`src/rtl/bic_pkg.sv`:
```
package bic_pkg;

   typedef enum logic {
      CFG_TIMING = 1'b0,
      CFG_WIDTH  = 1'b1
   } cfg_sel_e;

   // An access that follows a read must wait when it changes area or turns the bus to a write.
   function automatic logic gap_needed(input logic last_vld,
                                       input logic last_rd,
                                       input logic same_area,
                                       input logic next_wr);
      return last_vld && last_rd && (!same_area || next_wr);
   endfunction

endpackage

```
`src/rtl/bic_regs.sv`:
```
module bic_regs #(
   parameter int CTRL_W = 16,
   parameter int AREAS  = 4,
   parameter int CODE_W = 2,
   localparam int CODES_W  = AREAS * CODE_W,
   localparam int CODE_LSB = CTRL_W - CODES_W
) (
   input  logic              clk_i,
   input  logic              rst_n_i,
   input  logic              stby_i,
   input  logic              cfg_we_i,
   input  logic              cfg_sel_i,
   input  logic [CTRL_W-1:0] cfg_wdata_i,
   output logic [CTRL_W-1:0] timing_q_o,
   output logic [AREAS-1:0]  width_q_o,
   output logic [CODES_W-1:0] codes_o
);
   import bic_pkg::*;

   if (CTRL_W < CODES_W) begin : g_bad_ctrl
      $error("bic_regs: CTRL_W too small for the idle codes");
   end
   if (CTRL_W < AREAS) begin : g_bad_width
      $error("bic_regs: CTRL_W narrower than the width register");
   end

   cfg_sel_e    sel;
   logic        wr_timing;
   logic        wr_width;

   assign sel       = cfg_sel_e'(cfg_sel_i);
   assign wr_timing = cfg_we_i && (sel == CFG_TIMING);
   assign wr_width  = cfg_we_i && (sel == CFG_WIDTH);

   always_ff @(posedge clk_i or negedge rst_n_i) begin
      if (!rst_n_i) begin
         timing_q_o <= '1;
      end else if (stby_i) begin
         timing_q_o <= '1;
      end else if (wr_timing) begin
         timing_q_o <= cfg_wdata_i;
      end
   end

   always_ff @(posedge clk_i or negedge rst_n_i) begin
      if (!rst_n_i) begin
         width_q_o <= '1;
      end else if (wr_width) begin
         width_q_o <= cfg_wdata_i[AREAS-1:0];
      end
   end

   assign codes_o = timing_q_o[CODE_LSB +: CODES_W];

endmodule

```
`src/rtl/bic_wsel.sv`:
```
module bic_wsel #(
   parameter int AREAS = 4
) (
   input  logic [AREAS-1:0] width_q_i,
   input  logic             rom_off_i,
   input  logic             boot_wide_i,
   output logic [AREAS-1:0] area_wide_o
);
   for (genvar g = 0; g < AREAS; g++) begin : g_area
      if (g == 0) begin : g_boot
         assign area_wide_o[g] = rom_off_i ? boot_wide_i : width_q_i[g];
      end else begin : g_plain
         assign area_wide_o[g] = width_q_i[g];
      end
   end
endmodule

```
`src/rtl/bic_gap.sv`:
```
module bic_gap #(
   parameter int AREAS  = 4,
   parameter int CODE_W = 2,
   localparam int AREA_W  = (AREAS > 1) ? $clog2(AREAS) : 1,
   localparam int CODES_W = AREAS * CODE_W
) (
   input  logic               clk_i,
   input  logic               rst_n_i,
   input  logic               man_rst_i,
   input  logic               accept_i,
   input  logic [AREA_W-1:0]  req_area_i,
   input  logic               req_wr_i,
   input  logic [CODES_W-1:0] codes_i,
   output logic               ready_o
);
   import bic_pkg::*;

   logic              last_vld_q;
   logic              last_rd_q;
   logic [AREA_W-1:0] last_area_q;
   logic [CODE_W-1:0] hold_q;
   logic [CODE_W-1:0] req_code;
   logic              must_wait;

   assign req_code  = codes_i[req_area_i * CODE_W +: CODE_W];
   assign must_wait = gap_needed(last_vld_q, last_rd_q, (req_area_i == last_area_q), req_wr_i);
   assign ready_o   = !(must_wait && (hold_q != '0));

   always_ff @(posedge clk_i or negedge rst_n_i) begin
      if (!rst_n_i) begin
         last_vld_q  <= 1'b0;
         last_rd_q   <= 1'b0;
         last_area_q <= '0;
         hold_q      <= '0;
      end else if (man_rst_i) begin
         last_vld_q  <= 1'b0;
         last_rd_q   <= 1'b0;
         last_area_q <= '0;
         hold_q      <= '0;
      end else if (accept_i) begin
         last_vld_q  <= 1'b1;
         last_rd_q   <= !req_wr_i;
         last_area_q <= req_area_i;
         hold_q      <= req_wr_i ? '0 : req_code;
      end else if (hold_q != '0) begin
         hold_q <= hold_q - 1'b1;
      end
   end
endmodule

```
`src/rtl/bic_issue.sv`:
```
module bic_issue #(
   parameter int AREAS  = 4,
   parameter int ADDR_W = 24,
   localparam int AREA_W = (AREAS > 1) ? $clog2(AREAS) : 1
) (
   input  logic              clk_i,
   input  logic              rst_n_i,
   input  logic              man_rst_i,
   input  logic              accept_i,
   input  logic [AREA_W-1:0] req_area_i,
   input  logic              req_wr_i,
   input  logic [ADDR_W-1:0] req_addr_i,
   input  logic [AREAS-1:0]  area_wide_i,
   output logic              bus_active_o,
   output logic [AREAS-1:0]  bus_cs_n_o,
   output logic [ADDR_W-1:0] bus_addr_o,
   output logic              bus_wr_o,
   output logic              bus_wide_o
);
   logic              go;
   logic [AREAS-1:0]  sel_d;

   assign go = accept_i && !man_rst_i;

   for (genvar g = 0; g < AREAS; g++) begin : g_cs
      assign sel_d[g] = go && (req_area_i == AREA_W'(g));
      always_ff @(posedge clk_i or negedge rst_n_i) begin
         if (!rst_n_i) begin
            bus_cs_n_o[g] <= 1'b1;
         end else begin
            bus_cs_n_o[g] <= !sel_d[g];
         end
      end
   end

   always_ff @(posedge clk_i or negedge rst_n_i) begin
      if (!rst_n_i) begin
         bus_active_o <= 1'b0;
         bus_addr_o   <= '0;
         bus_wr_o     <= 1'b0;
         bus_wide_o   <= 1'b0;
      end else begin
         bus_active_o <= go;
         if (go) begin
            bus_addr_o <= req_addr_i;
            bus_wr_o   <= req_wr_i;
            bus_wide_o <= area_wide_i[req_area_i];
         end
      end
   end
endmodule

```
`src/rtl/bus_idle_ctrl.sv`:
```
module bus_idle_ctrl #(
   parameter int AREAS  = 4,
   parameter int CODE_W = 2,
   parameter int CTRL_W = 16,
   parameter int ADDR_W = 24,
   localparam int AREA_W  = (AREAS > 1) ? $clog2(AREAS) : 1,
   localparam int CODES_W = AREAS * CODE_W
) (
   input  logic              clk_i,
   input  logic              rst_n_i,
   input  logic              man_rst_i,
   input  logic              stby_i,
   input  logic              rom_off_i,
   input  logic              boot_wide_i,
   input  logic              cfg_we_i,
   input  logic              cfg_sel_i,
   input  logic [CTRL_W-1:0] cfg_wdata_i,
   output logic [CTRL_W-1:0] timing_q_o,
   output logic [AREAS-1:0]  width_q_o,
   output logic [AREAS-1:0]  area_wide_o,
   input  logic              req_valid_i,
   output logic              req_ready_o,
   input  logic [AREA_W-1:0] req_area_i,
   input  logic              req_wr_i,
   input  logic [ADDR_W-1:0] req_addr_i,
   output logic              bus_active_o,
   output logic [AREAS-1:0]  bus_cs_n_o,
   output logic [ADDR_W-1:0] bus_addr_o,
   output logic              bus_wr_o,
   output logic              bus_wide_o
);
   if (AREAS < 2 || (1 << AREA_W) != AREAS) begin : g_bad_areas
      $error("bus_idle_ctrl: AREAS must be a power of two, at least 2");
   end
   if (CODE_W < 1 || ADDR_W < 1) begin : g_bad_fields
      $error("bus_idle_ctrl: CODE_W and ADDR_W must be positive");
   end

   logic [CODES_W-1:0] codes;
   logic               accept;

   assign accept = req_valid_i && req_ready_o;

   bic_regs #(.CTRL_W(CTRL_W), .AREAS(AREAS), .CODE_W(CODE_W)) u_regs (
      .clk_i       (clk_i),
      .rst_n_i     (rst_n_i),
      .stby_i      (stby_i),
      .cfg_we_i    (cfg_we_i),
      .cfg_sel_i   (cfg_sel_i),
      .cfg_wdata_i (cfg_wdata_i),
      .timing_q_o  (timing_q_o),
      .width_q_o   (width_q_o),
      .codes_o     (codes)
   );

   bic_wsel #(.AREAS(AREAS)) u_wsel (
      .width_q_i   (width_q_o),
      .rom_off_i   (rom_off_i),
      .boot_wide_i (boot_wide_i),
      .area_wide_o (area_wide_o)
   );

   bic_gap #(.AREAS(AREAS), .CODE_W(CODE_W)) u_gap (
      .clk_i      (clk_i),
      .rst_n_i    (rst_n_i),
      .man_rst_i  (man_rst_i),
      .accept_i   (accept),
      .req_area_i (req_area_i),
      .req_wr_i   (req_wr_i),
      .codes_i    (codes),
      .ready_o    (req_ready_o)
   );

   bic_issue #(.AREAS(AREAS), .ADDR_W(ADDR_W)) u_issue (
      .clk_i        (clk_i),
      .rst_n_i      (rst_n_i),
      .man_rst_i    (man_rst_i),
      .accept_i     (accept),
      .req_area_i   (req_area_i),
      .req_wr_i     (req_wr_i),
      .req_addr_i   (req_addr_i),
      .area_wide_i  (area_wide_o),
      .bus_active_o (bus_active_o),
      .bus_cs_n_o   (bus_cs_n_o),
      .bus_addr_o   (bus_addr_o),
      .bus_wr_o     (bus_wr_o),
      .bus_wide_o   (bus_wide_o)
   );
endmodule

```
`config.mk`:
```
export PLATFORM = sky130hd
export DESIGN_NAME = bus_idle_ctrl
export DESIGN_NICKNAME = d
export VERILOG_FILES = /design/src/rtl/bic_pkg.sv /design/src/rtl/bic_regs.sv /design/src/rtl/bic_wsel.sv /design/src/rtl/bic_gap.sv /design/src/rtl/bic_issue.sv /design/src/rtl/bus_idle_ctrl.sv
export SDC_FILE = /design/constraint.sdc
export NUM_CORES = 1
export LEC_CHECK = 0
export BUFFER_PORTS_ARGS = -buffer_cell sky130_fd_sc_hd__buf_4
export CAP_MARGIN = 10
export CORE_MARGIN = 5
export CORE_UTILIZATION = 43
export CTS_CLUSTER_SIZE = 40
export DETAILED_ROUTE_END_ITERATION = 8
export MAX_ROUTING_LAYER = met4
export PLACE_DENSITY_LB_ADDON = 0.05
export SKIP_LAST_GASP = 1
export SLEW_MARGIN = 15
export SYNTH_ARGS = -nofsm -noshare
export SYNTH_HDL_FRONTEND = slang
export SYNTH_SLANG_ARGS = --single-unit
```
`constraint.sdc`:
```
create_clock -name clk_i -period 1.6 [get_ports clk_i]
set_input_delay 0.08 -clock clk_i [delete_from_list [all_inputs] [get_ports clk_i]]
set_output_delay 0.08 -clock clk_i [all_outputs]
set_load 0.01 [all_outputs]
```
Yosys cells after proc, flatten, opt, wreduce, memory -nomap -nowiden
Cells that the tools add are included.
{"block": "word_totals", "regBits": 57, "latch_bits": 0, "mem_bits_rw": 0, "romBits": 0, "input_bits": 52, "wordCells": 62, "mem_count": 0}
{"block": "op_classes", "add_sub_neg": 1, "multipliers": 0, "div_mod_pow": 0, "order_cmp": 1, "n_eq_ne": 4, "n_shift": 1, "mux": 15, "bitwise_logic": 1, "reduce_logical": 25}
{"operator": "two-way mux 16 bit", "count": 2}
{"operator": "two-way mux 2 bit", "count": 6}
{"operator": "logical AND 1 bit", "count": 11}
{"operator": "logical NOT 1 bit", "count": 8}
{"operator": "indexed part select 8 x 4 -> 2 bit", "count": 1}
{"operator": "two-way mux 1 bit", "count": 6}
{"operator": "nonzero test 2 bit", "count": 3}
{"operator": "== test 2 bit, second input constant", "count": 2}
{"operator": "less-than comparator 2 x 3 -> 1 bit, second input constant", "count": 1}
{"operator": "nonzero test 3 bit", "count": 1}
{"operator": "binary-select mux 1 bit (select 2 bit)", "count": 1}
{"operator": "== test 2 x 1 -> 1 bit, second input constant", "count": 1}
{"operator": "== test 2 bit", "count": 1}
{"operator": "logical NOT 2 bit", "count": 1}
{"operator": "subtractor 2 x 1 -> 2 bit, second input constant", "count": 1}
{"operator": "logical OR 1 bit", "count": 1}
{"operator": "inverter 1 bit", "count": 1}

Longest topological paths before layout
Gate-level depths: netlist of the first run.
{"block": "depth", "word_depth": 10, "mapped_depth": 8, "ltp_nobuf": 7}

Modules after synthesis
Synthesis of the first run repeated with hierarchy kept, for this count alone.
{"block": "unflattened", "hier_cells": 190, "hier_area_um2": 2524.9}
{"module": "bic_issue", "instances": 1, "cells_each": 66, "area_per_inst_um2": 1149.9, "seq_area_each_um2": 780.7}
{"module": "bic_regs", "instances": 1, "cells_each": 87, "area_per_inst_um2": 974.7, "seq_area_each_um2": 525.5}
{"module": "bic_gap", "instances": 1, "cells_each": 32, "area_per_inst_um2": 356.6, "seq_area_each_um2": 150.1}
{"module": "bic_wsel", "instances": 1, "cells_each": 4, "area_per_inst_um2": 37.5, "seq_area_each_um2": 0.0}
{"module": "bus_idle_ctrl", "instances": 1, "cells_each": 1, "area_per_inst_um2": 6.3, "seq_area_each_um2": 0.0}

Worst setup path after synthesis of the first run
No wires, ideal clock.
{"block": "synth_timing", "path_kind": "register to register", "start": "register u_gap.hold_q[0]", "end": "register u_issue.bus_addr_o[10]", "setup_ns": 0.125, "arrival_time_ns": 1.567, "required_time_ns": 1.475, "path_slack_ns": -0.092, "stages_incl_launch_ff": 9, "period_less_slack_ns": 1.692, "cell_sequence": "dfrtp_1 inv_1 ha_1 and3b_1 o31ai_4 nand2_4 inv_6 buf_12 mux2_4"}
{"block": "synth_via", "elab_chain_len": 5}
{"element": "start, declared", "line_no": "bic_gap.sv:21", "text": "logic [CODE_W-1:0] hold_q;"}
{"element": "start signal, assigned", "line_no": "bic_gap.sv:44", "text": "hold_q <= req_wr_i ? '0 : req_code;"}
{"element": "start signal, assigned", "line_no": "bic_gap.sv:46", "text": "hold_q <= hold_q - 1'b1;"}
{"element": "nonzero test 2 bit", "line_no": "bic_gap.sv:27", "text": "assign ready_o = !(must_wait && (hold_q != '0));"}
{"element": "logical AND 1 bit", "line_no": "bic_gap.sv:27"}
{"element": "logical NOT 1 bit", "line_no": "bic_gap.sv:27"}
{"element": "net req_ready_o", "line_no": "bus_idle_ctrl.sv:22", "text": "output logic req_ready_o,"}
{"element": "logical AND 1 bit", "line_no": "bus_idle_ctrl.sv:42", "text": "assign accept = req_valid_i && req_ready_o;"}
{"element": "logical AND 1 bit", "line_no": "bic_issue.sv:23", "text": "assign go = accept_i && !man_rst_i;"}
{"element": "end signal, assigned", "line_no": "bic_issue.sv:45", "text": "bus_addr_o <= req_addr_i;"}
{"element": "end, declared", "line_no": "bic_issue.sv:16", "text": "output logic [ADDR_W-1:0] bus_addr_o,"}
The timed path passes the listed nets, and every way through them passes these cells.
A chain may end at the register's enable or synchronous reset.

Worst setup path in the final report of the first run
{"block": "layout_timing", "start": "register u_gap.hold_q[0]", "end": "register u_issue.bus_addr_o[0]"}
{"block": "layout_via", "elab_chain_len": 5}
{"element": "nonzero test 2 bit", "line_no": "bic_gap.sv:27"}
{"element": "logical AND 1 bit", "line_no": "bic_gap.sv:27"}
{"element": "logical NOT 1 bit", "line_no": "bic_gap.sv:27"}
{"element": "logical AND 1 bit", "line_no": "bus_idle_ctrl.sv:42"}
{"element": "logical AND 1 bit", "line_no": "bic_issue.sv:23"}
Every way passes these cells.

==> impl_metrics.env, run 1 <==
export IMPL_outcome="complete, but fails checks"
export IMPL_violations="setup timing"
export IMPL_design_area_um2=4110
export IMPL_internal_power_mw=2.85
export IMPL_clk_latency_ps=320
export IMPL_worstMarginPinSlew_ps=1060
export IMPL_ys_async_sr_fraction_pct=100
export IMPL_final_hold_violation_count=0
export IMPL_power_share_clock_pct=29.3
export IMPL_drive_above_1_share_pct=56.2
export IMPL_worstPathArrival_ps=1850
export IMPL_worst_r2r_startpoint="u_gap.hold_q[0]"
export IMPL_seqPwrFrac_pct=45.1
export IMPL_cts_sinks=57
export IMPL_path_cells="inv_2 > ha_4 > and3b_1 > o31ai_4 > nand2_4 > inv_8 > buf_12 > mux2_2"
export IMPL_finClkSkew_ps=7.30
export IMPL_core_area_um2=5850
export IMPL_cts_buffers=9
export IMPL_slowest_stage="dfrtp_1"
export IMPL_antenna_found_initial=0
export IMPL_synth_seq_cells=57
export IMPL_num_vias=2003
export IMPL_seq_area_frac_synth_pct=56.6
export IMPL_via_per_inst=4.67
export IMPL_setup_viol_count_final=23
export IMPL_nNetsFinal=402
export IMPL_yosys_warnings=0
export IMPL_maxCapViolCount=0
export IMPL_postRouteWirelength_um=6560
export IMPL_wl_per_cell_um=15.3
export IMPL_synthCells=187
export IMPL_drtIter0Drc=50
export IMPL_r2r_end="u_issue.bus_addr_o[0]"
export IMPL_power_total_mw=3.87
export IMPL_min_path_type="in -> reg"
export IMPL_grt_pass1_wl_um=10600
export IMPL_rsz0062_at_grt="yes"
export IMPL_die_h_um=87.3
export IMPL_cts_buffer_depth=2
export IMPL_pwr_share_comb_pct=25.5
export IMPL_finalWorstSetupSlack_ps=-38.5
export IMPL_critPathTopFamily="flip-flops"
export IMPL_diodes=0
export IMPL_firstDrtPassIters=4
export IMPL_drc=0
export IMPL_endpoint_kind="register"
export IMPL_period_minus_slack_ps=1640
export IMPL_r2r_cells=8
export IMPL_synth_edff_count=0
export IMPL_final_cell_mix="buf_4 (117), dlygate4sd3_1 (43), nand2_1 (33), dfrtp_1 (33), dfstp_2 (24)"
export IMPL_place_congestion=0.700
export IMPL_io_pins=108
export IMPL_slew_headroom_pct=29.3
export IMPL_power_density_nw_per_um2=941
export IMPL_p_switching_mw=1.02
export IMPL_synthFlopType="dfrtp_1"
export IMPL_slowest_delay_ps=390
export IMPL_num_fill_cells=418
export IMPL_grt_max_degree=58
export IMPL_crit_path_max_fanout=8
export IMPL_hpwl_um=4250
export IMPL_worst_path_stages=8
export IMPL_clockRootBuffer="clkbuf_8"
export IMPL_postPlaceCellArea_um2=3480
export IMPL_synth_nets=240
export IMPL_syn_avg_cell_area_um2=13.7
export IMPL_place_port_buffers=107
export IMPL_vdd_ir_drop_max_mv=0.556
export IMPL_cts_htree_levels=3
export IMPL_crit_type="reg -> reg"
export IMPL_area_delta_synth_final_pct=60.0
export IMPL_fmax_mhz=610
export IMPL_place_ws_ps=-78.3
export IMPL_rows=28
export IMPL_worstSetupStartpoint="u_gap.hold_q[0]"
export IMPL_ant_nets=0
export IMPL_die_area_um2=7630
export IMPL_p_leak_nw=1.98
export IMPL_mostFrequentLayoutCell="buf_4"
export IMPL_grt_total_usage_pct=18.8
export IMPL_netlist_area_um2=2570
export IMPL_fin_crit_sh_pct=102
export IMPL_power_switching_share_pct=26.3
export IMPL_overflow=0
export IMPL_critPathBufInv=3
export IMPL_worstSetupEndpoint="u_issue.bus_addr_o[0]"
export IMPL_fp_dieW_um=87.3
export IMPL_first_global_vias=2168
export IMPL_cp_required_ps=1810
export IMPL_floorplan_initialDensity_pct=43.9
export IMPL_cts_tree="yes"
export IMPL_reg2reg_slack_ps=-40
export IMPL_slew_violations=0
export IMPL_cts_clk_slew_worst_paths_ps=70
export IMPL_yosys_cell_types_count=32
export IMPL_critPathLaunchType="register"
## layer usage
metal  up-vias  GRT usage (%)  part of all wire (%)
li1        959              -                     -
met1       965           23.7                    43
met2        71           29.6                    50
met3         8           3.69                   6.0
met4         0           7.53                   1.4
met5         -              -                     0
## sequential cells by signal (all words and copies together) (netlist names), 2 cells and up
| register | cells |
|---|---|
| u_gap.hold_q | 2 |
| u_gap.last_area_q | 2 |
| u_issue.bus_addr_o | 24 |
| u_issue.bus_cs_n_o | 4 |
| u_regs.timing_q_o | 16 |
| u_regs.width_q_o | 4 |
## worst min path at each step
stage,slack [ps],endpoint,depth (start not counted),start
after CTS,8,u_gap.last_vld_q,3,req_valid_i
final,20,u_gap.last_vld_q,3,req_valid_i
after global routing,30,u_gap.last_vld_q,3,req_valid_i
after detailed placement,180,u_issue.bus_addr_o[21],1,rst_n_i
after floorplan,-220,u_gap.hold_q[0],0,rst_n_i
after global placement,180,u_gap.last_vld_q,1,rst_n_i
## Yosys cell counts (all sizes together), types with 2 or more instances
cell type	count	area share (%)
nand2	34	5.3
dfrtp	33	32
mux4	3	3.1
xor2	2	0.68
a22o	2	0.73
mux2	31	17
nand3b	16	4.7
nor2	5	0.73
buf	8	3.6
nor2b	3	0.73
a21o	2	0.58
clkbuf	5	0.73
dfstp	24	25
nand3	4	0.78
and4b	2	0.88
inv	5	0.92
## power by group through the flow
| stage | sequential, mW | combinational [mW] | clock, mW |
|---|---|---|---|
| final | 1.75 | 0.988 | 1.13 |
| after floorplan | 1.82 | 0.367 | 0 |
| after CTS | 1.75 | 0.998 | 1.17 |
| after global placement | 1.77 | 0.880 | 0 |
| after detailed placement | 1.76 | 0.895 | 0 |
| after global routing | 1.77 | 1.07 | 1.24 |
## kinds of logic (layout without fill, tap and decap cells)
family	count (synthesis)	after routing	synth area share, %
xor+xnor	2	2	0.681
flops	57	57	56.6
compound gates	8	8	2.92
buf+inv	18	185	5.30
fa+ha+maj	1	1	0.487
simple gates	67	67	14.0
mux	34	34	20.0
## worst min-delay path, delay by kind of cell
kind | cells | cell delay, ps
buffers and inverters | 1 | 100
AND/OR/NAND/NOR | 2 | 110
## through the flow
step	util, %	hold slack (ps)	setup TNS (ps)	std cells
after floorplan	-	-216	-1610	187
after global placement	59.5	183	-823	367
after detailed placement	59.5	184	-1310	367
after CTS	70.2	7.85	-508	428
after global routing	70.3	25.3	-2760	429
final	70.3	17.9	-369	429
## cell type report
| class | instances | area (um^2) | share of cell area, % |
|---|---|---|---|
| Sequential cell | 57 | 1460 | 35.4 |
| Multi-Input combinational cell | 112 | 991 | 24.1 |
| Clock inverter | 4 | 20.0 | 0.487 |
| Timing Repair Buffer | 164 | 1380 | 33.6 |
| Inverter | 5 | 26.3 | 0.639 |
| Tap cell | 75 | 93.8 | 2.28 |
| Clock buffer | 12 | 145 | 3.53 |
## repair_timing
item | in CTS | in global routing
setup endpoints to repair | 28 | 32
buffers inserted | 2 | 1
cloned | 0 | 0
hold buffers | 43 | 0
hold endpoints to repair | 77 | 0
gates resized for setup | 5 | 0
pin swaps | 0 | 0
Power figures use the tool's default switching activity.
==> run 2: changes to the inputs <==
--- a/config.mk
+++ b/config.mk
@@ -11,7 +11,6 @@
 export CORE_UTILIZATION = 43
 export CTS_CLUSTER_SIZE = 40
 export DETAILED_ROUTE_END_ITERATION = 8
-export MAX_ROUTING_LAYER = met4
 export PLACE_DENSITY_LB_ADDON = 0.05
 export SKIP_LAST_GASP = 1
 export SLEW_MARGIN = 15
==> impl_metrics.env, run 2 (synthesized netlist as in run 1, its figures left out) <==
export IMPL_cts_sinks=57
export IMPL_finClkSkew_ps=8.42
export IMPL_min_path_type="in -> reg"
export IMPL_overflow=0
export IMPL_cts_tree="yes"
export IMPL_drc=0
export IMPL_power_share_clock_pct=29.2
export IMPL_cts_buffers=9
export IMPL_num_fill_cells=418
export IMPL_grt_total_usage_pct=18.2
export IMPL_floorplan_initialDensity_pct=43.9
export IMPL_drtIter0Drc=52
export IMPL_via_per_inst=4.69
export IMPL_cts_clk_slew_worst_paths_ps=70
export IMPL_finalWorstSetupSlack_ps=-35.7
export IMPL_seqPwrFrac_pct=45.2
export IMPL_postRouteWirelength_um=6490
export IMPL_top_register="u_issue.bus_addr_o"
export IMPL_area_delta_synth_final_pct=60.0
export IMPL_place_ws_ps=-78.3
export IMPL_postLayoutCoreUtil_pct=70.3
export IMPL_rsz0062_at_grt="yes"
export IMPL_rows=28
export IMPL_place_congestion=0.693
export IMPL_fp_dieW_um=87.3
export IMPL_setup_viol_count_final=22
export IMPL_p_switching_mw=1.01
export IMPL_power_density_nw_per_um2=939
export IMPL_place_port_buffers=107
export IMPL_drive_above_1_share_pct=56.2
export IMPL_grt_busiest_layer="met2"
export IMPL_cts_htree_levels=3
export IMPL_crit_path_max_fanout=8
export IMPL_num_vias=2012
export IMPL_critPathLaunchType="register"
export IMPL_diodes=0
export IMPL_wl_per_cell_um=15.1
export IMPL_fmax_mhz=611
export IMPL_nNetsFinal=402
export IMPL_outcome="complete, but fails checks"
export IMPL_reg_largest_list="u_issue.bus_addr_o (24), u_regs.timing_q_o (16)"
export IMPL_hpwl_um=4250
export IMPL_internal_power_mw=2.85
export IMPL_met1_usage_pct=23.2
export IMPL_crit_type="reg -> reg"
export IMPL_endpoint_kind="register"
export IMPL_use_met2_pct=29.9
export IMPL_first_global_vias=2186
export IMPL_violations="setup timing"
export IMPL_vdd_ir_drop_max_mv=0.555
export IMPL_final_hold_violation_count=0
export IMPL_die_h_um=87.3
export IMPL_antenna_found_initial=0
export IMPL_pwr_share_comb_pct=25.6
export IMPL_fin_crit_sh_pct=102
export IMPL_firstDrtPassIters=5
export IMPL_mostFrequentLayoutCell="buf_4"
export IMPL_postPlaceCellArea_um2=3480
export IMPL_maxCapViolCount=0
export IMPL_cts_buffer_depth=2
export IMPL_period_minus_slack_ps=1640
export IMPL_design_area_um2=4110
export IMPL_ant_nets=0
export IMPL_worstPathArrival_ps=1850
export IMPL_worstMarginPinSlew_ps=1040
export IMPL_grt_use_met3_pct=4.16
export IMPL_io_pins=108
export IMPL_largest_reg_flops=24
export IMPL_cp_required_ps=1810
export IMPL_slew_headroom_pct=30.8
export IMPL_p_leak_nw=1.98
export IMPL_die_area_um2=7630
export IMPL_power_switching_share_pct=26.1
export IMPL_final_cell_mix="buf_4 (117), dlygate4sd3_1 (43), nand2_1 (33), dfrtp_1 (33), dfstp_2 (24)"
export IMPL_grt_pass1_wl_um=10600
export IMPL_core_area_um2=5850
export IMPL_clockRootBuffer="clkbuf_8"
export IMPL_slew_violations=0
export IMPL_grt_max_degree=58
export IMPL_clk_latency_ps=320
==> run 2: layout make-up <==
| class | instances | area [um^2] | area share, % |
|---|---|---|---|
| Clock buffer | 12 | 145 | 3.53 |
| Clock inverter | 4 | 20.0 | 0.487 |
| Multi-Input combinational cell | 112 | 991 | 24.1 |
| Sequential cell | 57 | 1460 | 35.4 |
| Tap cell | 75 | 93.8 | 2.28 |
| Inverter | 5 | 26.3 | 0.639 |
| Timing Repair Buffer | 164 | 1380 | 33.6 |
==> run 2: worst max-delay path, stage by stage, from the launching register on <==
cell	delay, ps
dfrtp_1	390
inv_2	80
ha_4	120
and3b_1	190
o31ai_4	80
nand2_4	110
inv_8	100
buf_12	130
mux2_2	330
==> run 2: what timing repair did <==
item | in CTS | in global routing
resized for setup | 5 | 0
setup endpoints to repair | 28 | 32
endpoints found under the hold margin | 77 | 0
buffers inserted | 2 | 1
hold buffers | 43 | 0
==> run 2: worst paths after layout <==
path	start	endpoint	slack, ps	cells past startpoint
setup reg to reg	u_gap.hold_q[0]	u_issue.bus_addr_o[0]	-40	8
setup / recovery	u_gap.hold_q[0]	u_issue.bus_addr_o[0]	-40	8
hold / removal	req_valid_i	u_gap.last_vld_q	20	3
min in group asynchronous	rst_n_i	u_gap.last_vld_q	350	2
max in group asynchronous	rst_n_i	u_issue.bus_addr_o[14]	780	2
hold reg to reg	u_regs.timing_q_o[6]	u_regs.timing_q_o[6]	490	2
==> run 2: layer usage <==
layer  up-vias  share of wire [%]
met1       976                 42
met2        69                 50
met4         0                1.5
met3         8                6.5
li1        959                  -
met5         -                  0
==> run 2: power by group through the flow <==
stage / sequential [mW] / clock (mW) / combinational, mW
after floorplan: 1.82 / 0 / 0.367
after global placement: 1.77 / 0 / 0.880
after detailed placement: 1.76 / 0 / 0.895
after CTS: 1.75 / 1.17 / 0.998
after global routing: 1.77 / 1.24 / 1.07
final: 1.75 / 1.13 / 0.987
==> run 2: metrics by stage <==
stage               setup TNS [ps]  hold WS, ps  power (mW)  cells
floorplan                    -1610         -216        2.19    187
global placement              -823          183        2.65    367
detailed placement           -1310          184        2.66    367
CTS                           -508         7.85        3.91    428
global route                 -2610         29.4        4.08    429
finish                        -306         19.0        3.86    429
==> run 3: changes to the inputs <==
--- a/config.mk
+++ b/config.mk
@@ -5,6 +5,7 @@
 export SDC_FILE = /design/constraint.sdc
 export NUM_CORES = 1
 export LEC_CHECK = 0
+export ABC_AREA = 1
 export BUFFER_PORTS_ARGS = -buffer_cell sky130_fd_sc_hd__buf_4
 export CAP_MARGIN = 10
 export CORE_MARGIN = 5
@@ -17,3 +18,4 @@
 export SYNTH_ARGS = -nofsm -noshare
 export SYNTH_HDL_FRONTEND = slang
 export SYNTH_SLANG_ARGS = --single-unit
+export TNS_END_PERCENT = 10
==> impl_metrics.env, run 3 <==
export IMPL_outcome="completed"
export IMPL_synthAdderAreaFrac_pct=0.501
export IMPL_diodes=0
export IMPL_cts_sinks=57
export IMPL_mostFrequentLayoutCell="nand2_1"
export IMPL_min_path_type="in -> reg"
export IMPL_yosysMostFrequentCell="nand2_1"
export IMPL_postRouteWirelength_um=6910
export IMPL_netlist_area_um2=2500
export IMPL_power_share_clock_pct=32.7
export IMPL_synth_common_cells="nand2_1 (115), dfrtp_1 (33), dfstp_2 (24)"
export IMPL_vdd_ir_drop_max_mv=0.622
export IMPL_area_delta_synth_final_pct=58.5
export IMPL_grt_total_usage_pct=18.8
export IMPL_synthCells=275
export IMPL_cp_required_ps=1810
export IMPL_core_area_um2=5570
export IMPL_drc=0
export IMPL_hpwl_um=4600
export IMPL_first_global_vias=2295
export IMPL_place_congestion=0.769
export IMPL_synth_seq_cells=57
export IMPL_cts_buffers=9
export IMPL_pwr_share_comb_pct=22.4
export IMPL_syn_avg_cell_area_um2=9.09
export IMPL_finClkSkew_ps=8.52
export IMPL_yosys_cell_types_count=26
export IMPL_drive_above_1_share_pct=38.1
export IMPL_antenna_found_initial=0
export IMPL_rsz0062_at_grt="no"
export IMPL_worstMarginPinSlew_ps=725
export IMPL_yosysTopAreaCell="dfrtp_1"
export IMPL_clk_latency_ps=330
export IMPL_wl_per_cell_um=13.8
export IMPL_firstDrtPassIters=4
export IMPL_maxCapViolCount=0
export IMPL_worst_r2r_startpoint="u_gap.hold_q[0]"
export IMPL_io_pins=108
export IMPL_die_area_um2=7440
export IMPL_num_vias=2325
export IMPL_synth_edff_count=0
export IMPL_final_cell_mix="nand2_1 (115), buf_4 (108), dlygate4sd3_1 (42)"
export IMPL_endpoint_kind="register"
export IMPL_fin_crit_sh_pct=90.8
export IMPL_p_leak_nw=2.05
export IMPL_fp_dieW_um=86.2
export IMPL_r2r_end="u_issue.bus_addr_o[22]"
export IMPL_cts_htree_levels=3
export IMPL_period_minus_slack_ps=1450
export IMPL_cts_tree="yes"
export IMPL_ant_nets=0
export IMPL_drtIter0Drc=89
export IMPL_min_from="req_wr_i"
export IMPL_synthXorXnorAreaFrac_pct=0
export IMPL_setup_viol_count_final=0
export IMPL_synth_area_leaders="dfrtp_1 (33%), dfstp_2 (25%), nand2_1 (17%), a21oi_1 (3.8%), o21ai_0 (3.6%)"
export IMPL_r2r_cells=9
export IMPL_synth_mux_area_share_pct=2.20
export IMPL_reg2reg_slack_ps=150
export IMPL_grt_pass1_wl_um=10800
export IMPL_hold_depth=4
export IMPL_via_per_inst=4.63
export IMPL_min_to="u_gap.hold_q[1]"
export IMPL_critPathLaunchType="register"
export IMPL_synth_compound_area_share_pct=9.01
export IMPL_crit_path_max_fanout=27
export IMPL_cts_clk_slew_worst_paths_ps=60
export IMPL_slew_headroom_pct=51.7
export IMPL_clockRootBuffer="clkbuf_8"
export IMPL_die_h_um=86.2
export IMPL_top_register="u_issue.bus_addr_o"
export IMPL_grt_max_degree=58
export IMPL_synth_top_area_share_pct=33.0
export IMPL_reg_largest_list="u_issue.bus_addr_o (24), u_regs.timing_q_o (16)"
export IMPL_internal_power_mw=2.80
export IMPL_yosys_warnings=0
export IMPL_synth_top_family_by_area="simple AND/OR/NAND/NOR gates"
export IMPL_place_port_buffers=107
export IMPL_synth_nets=328
export IMPL_seq_area_frac_synth_pct=58.3
export IMPL_final_hold_violation_count=0
export IMPL_largest_reg_flops=24
export IMPL_synthFlopType="dfrtp_1"
export IMPL_synth_simple_area_share_pct=22.2
export IMPL_ys_async_sr_fraction_pct=100
export IMPL_fin_cells=502
export IMPL_nNetsFinal=478
export IMPL_dp_cells=443
export IMPL_overflow=0
export IMPL_floorplan_initialDensity_pct=44.8
export IMPL_rows=27
export IMPL_power_switching_share_pct=27.2
export IMPL_seqPwrFrac_pct=44.9
export IMPL_slew_violations=0
export IMPL_p_switching_mw=1.05
export IMPL_power_density_nw_per_um2=971
export IMPL_cts_buffer_depth=2
export IMPL_power_total_mw=3.85
export IMPL_fmax_mhz=688
export IMPL_crit_type="reg -> reg"
export IMPL_worstPathArrival_ps=1660
-- run 3: cell type report --
type	instances	area, um^2
fillers	450	1610
flip-flops and latches	57	1460
repair buffers	152	1270
multi-input cells	181	865
clock buffers	12	135
inverters	24	97.6
well taps	72	90.1
clock inverters	4	45.0
-- run 3: cells by family after synthesis --
kind of cell	Yosys count
AND/OR/NAND/NOR	134
adder cells (fa/ha/maj)	1
buffers and inverters	37
multiplexers	5
AO/OA/AOI/OAI	41
flip-flops	57
-- run 3: worst max-delay path by stage --
stage	start	to	slack, ps
6_report	u_gap.hold_q[0]	u_issue.bus_addr_o[22]	150
3_5_place_dp	u_gap.hold_q[0]	u_issue.bus_addr_o[17]	-20
2_1_floorplan	u_gap.hold_q[0]	u_gap.last_area_q[1]	70
4_1_cts	u_gap.hold_q[0]	u_issue.bus_addr_o[17]	30
3_3_place_gp	u_gap.hold_q[0]	u_gap.last_area_q[0]	8
5_1_grt	u_gap.last_area_q[0]	u_issue.bus_addr_o[20]	10
-- run 3: critical path: stages (launching register included) --
cell and delay [ps]:
dfrtp_1 370, inv_1 70, ha_2 210, nor3_4 50, nand2_4 80, nand2_4 80, nor2_8 230, inv_8 120
nand2_1 70, nand2_1 50
-- run 3: power by group through the flow --
| stage | Combinational [mW] | Clock [mW] | Sequential, mW |
|---|---|---|---|
| finish | 0.862 | 1.26 | 1.73 |
| global route | 0.944 | 1.37 | 1.74 |
| CTS | 0.856 | 1.29 | 1.72 |
| detailed placement | 0.771 | 0 | 1.75 |
| global placement | 0.759 | 0 | 1.74 |
| floorplan | 0.284 | 0 | 1.80 |
-- run 3: per-stage QoR --
stage | setup TNS, ps | hold WS, ps | setup WS [ps] | instance area [um^2] | utilization [%]
6_report | 0 | 41.9 | 147 | 3960 | 71.0
2_1_floorplan | 0 | -216 | 74.8 | 2500 | -
5_1_grt | 0 | 37.9 | 14.2 | 3960 | 71.0
3_3_place_gp | 0 | 182 | 8.45 | 3320 | 59.6
3_5_place_dp | -335 | 184 | -23.7 | 3320 | 59.6
4_1_cts | 0 | 30.2 | 33.5 | 3930 | 70.4
-- run 3: timing repair --
item                                   4_1_cts  5_1_grt
gates cloned                                 0        0
hold buffers                                42        0
pin swaps                                    0        2
buffers inserted                             0        1
gates resized for setup                      1        4
setup endpoints to repair                   28       30
endpoints found under the hold margin       78        0
-- run 3: per-layer routing --
layer	global-route usage [%]	vias to the layer above	share of wire [%]
met5	0	-	0
met4	9.77	0	2.8
met3	4.75	18	8.8
met2	30.3	89	48
met1	23.2	1059	40
li1	-	1159	-
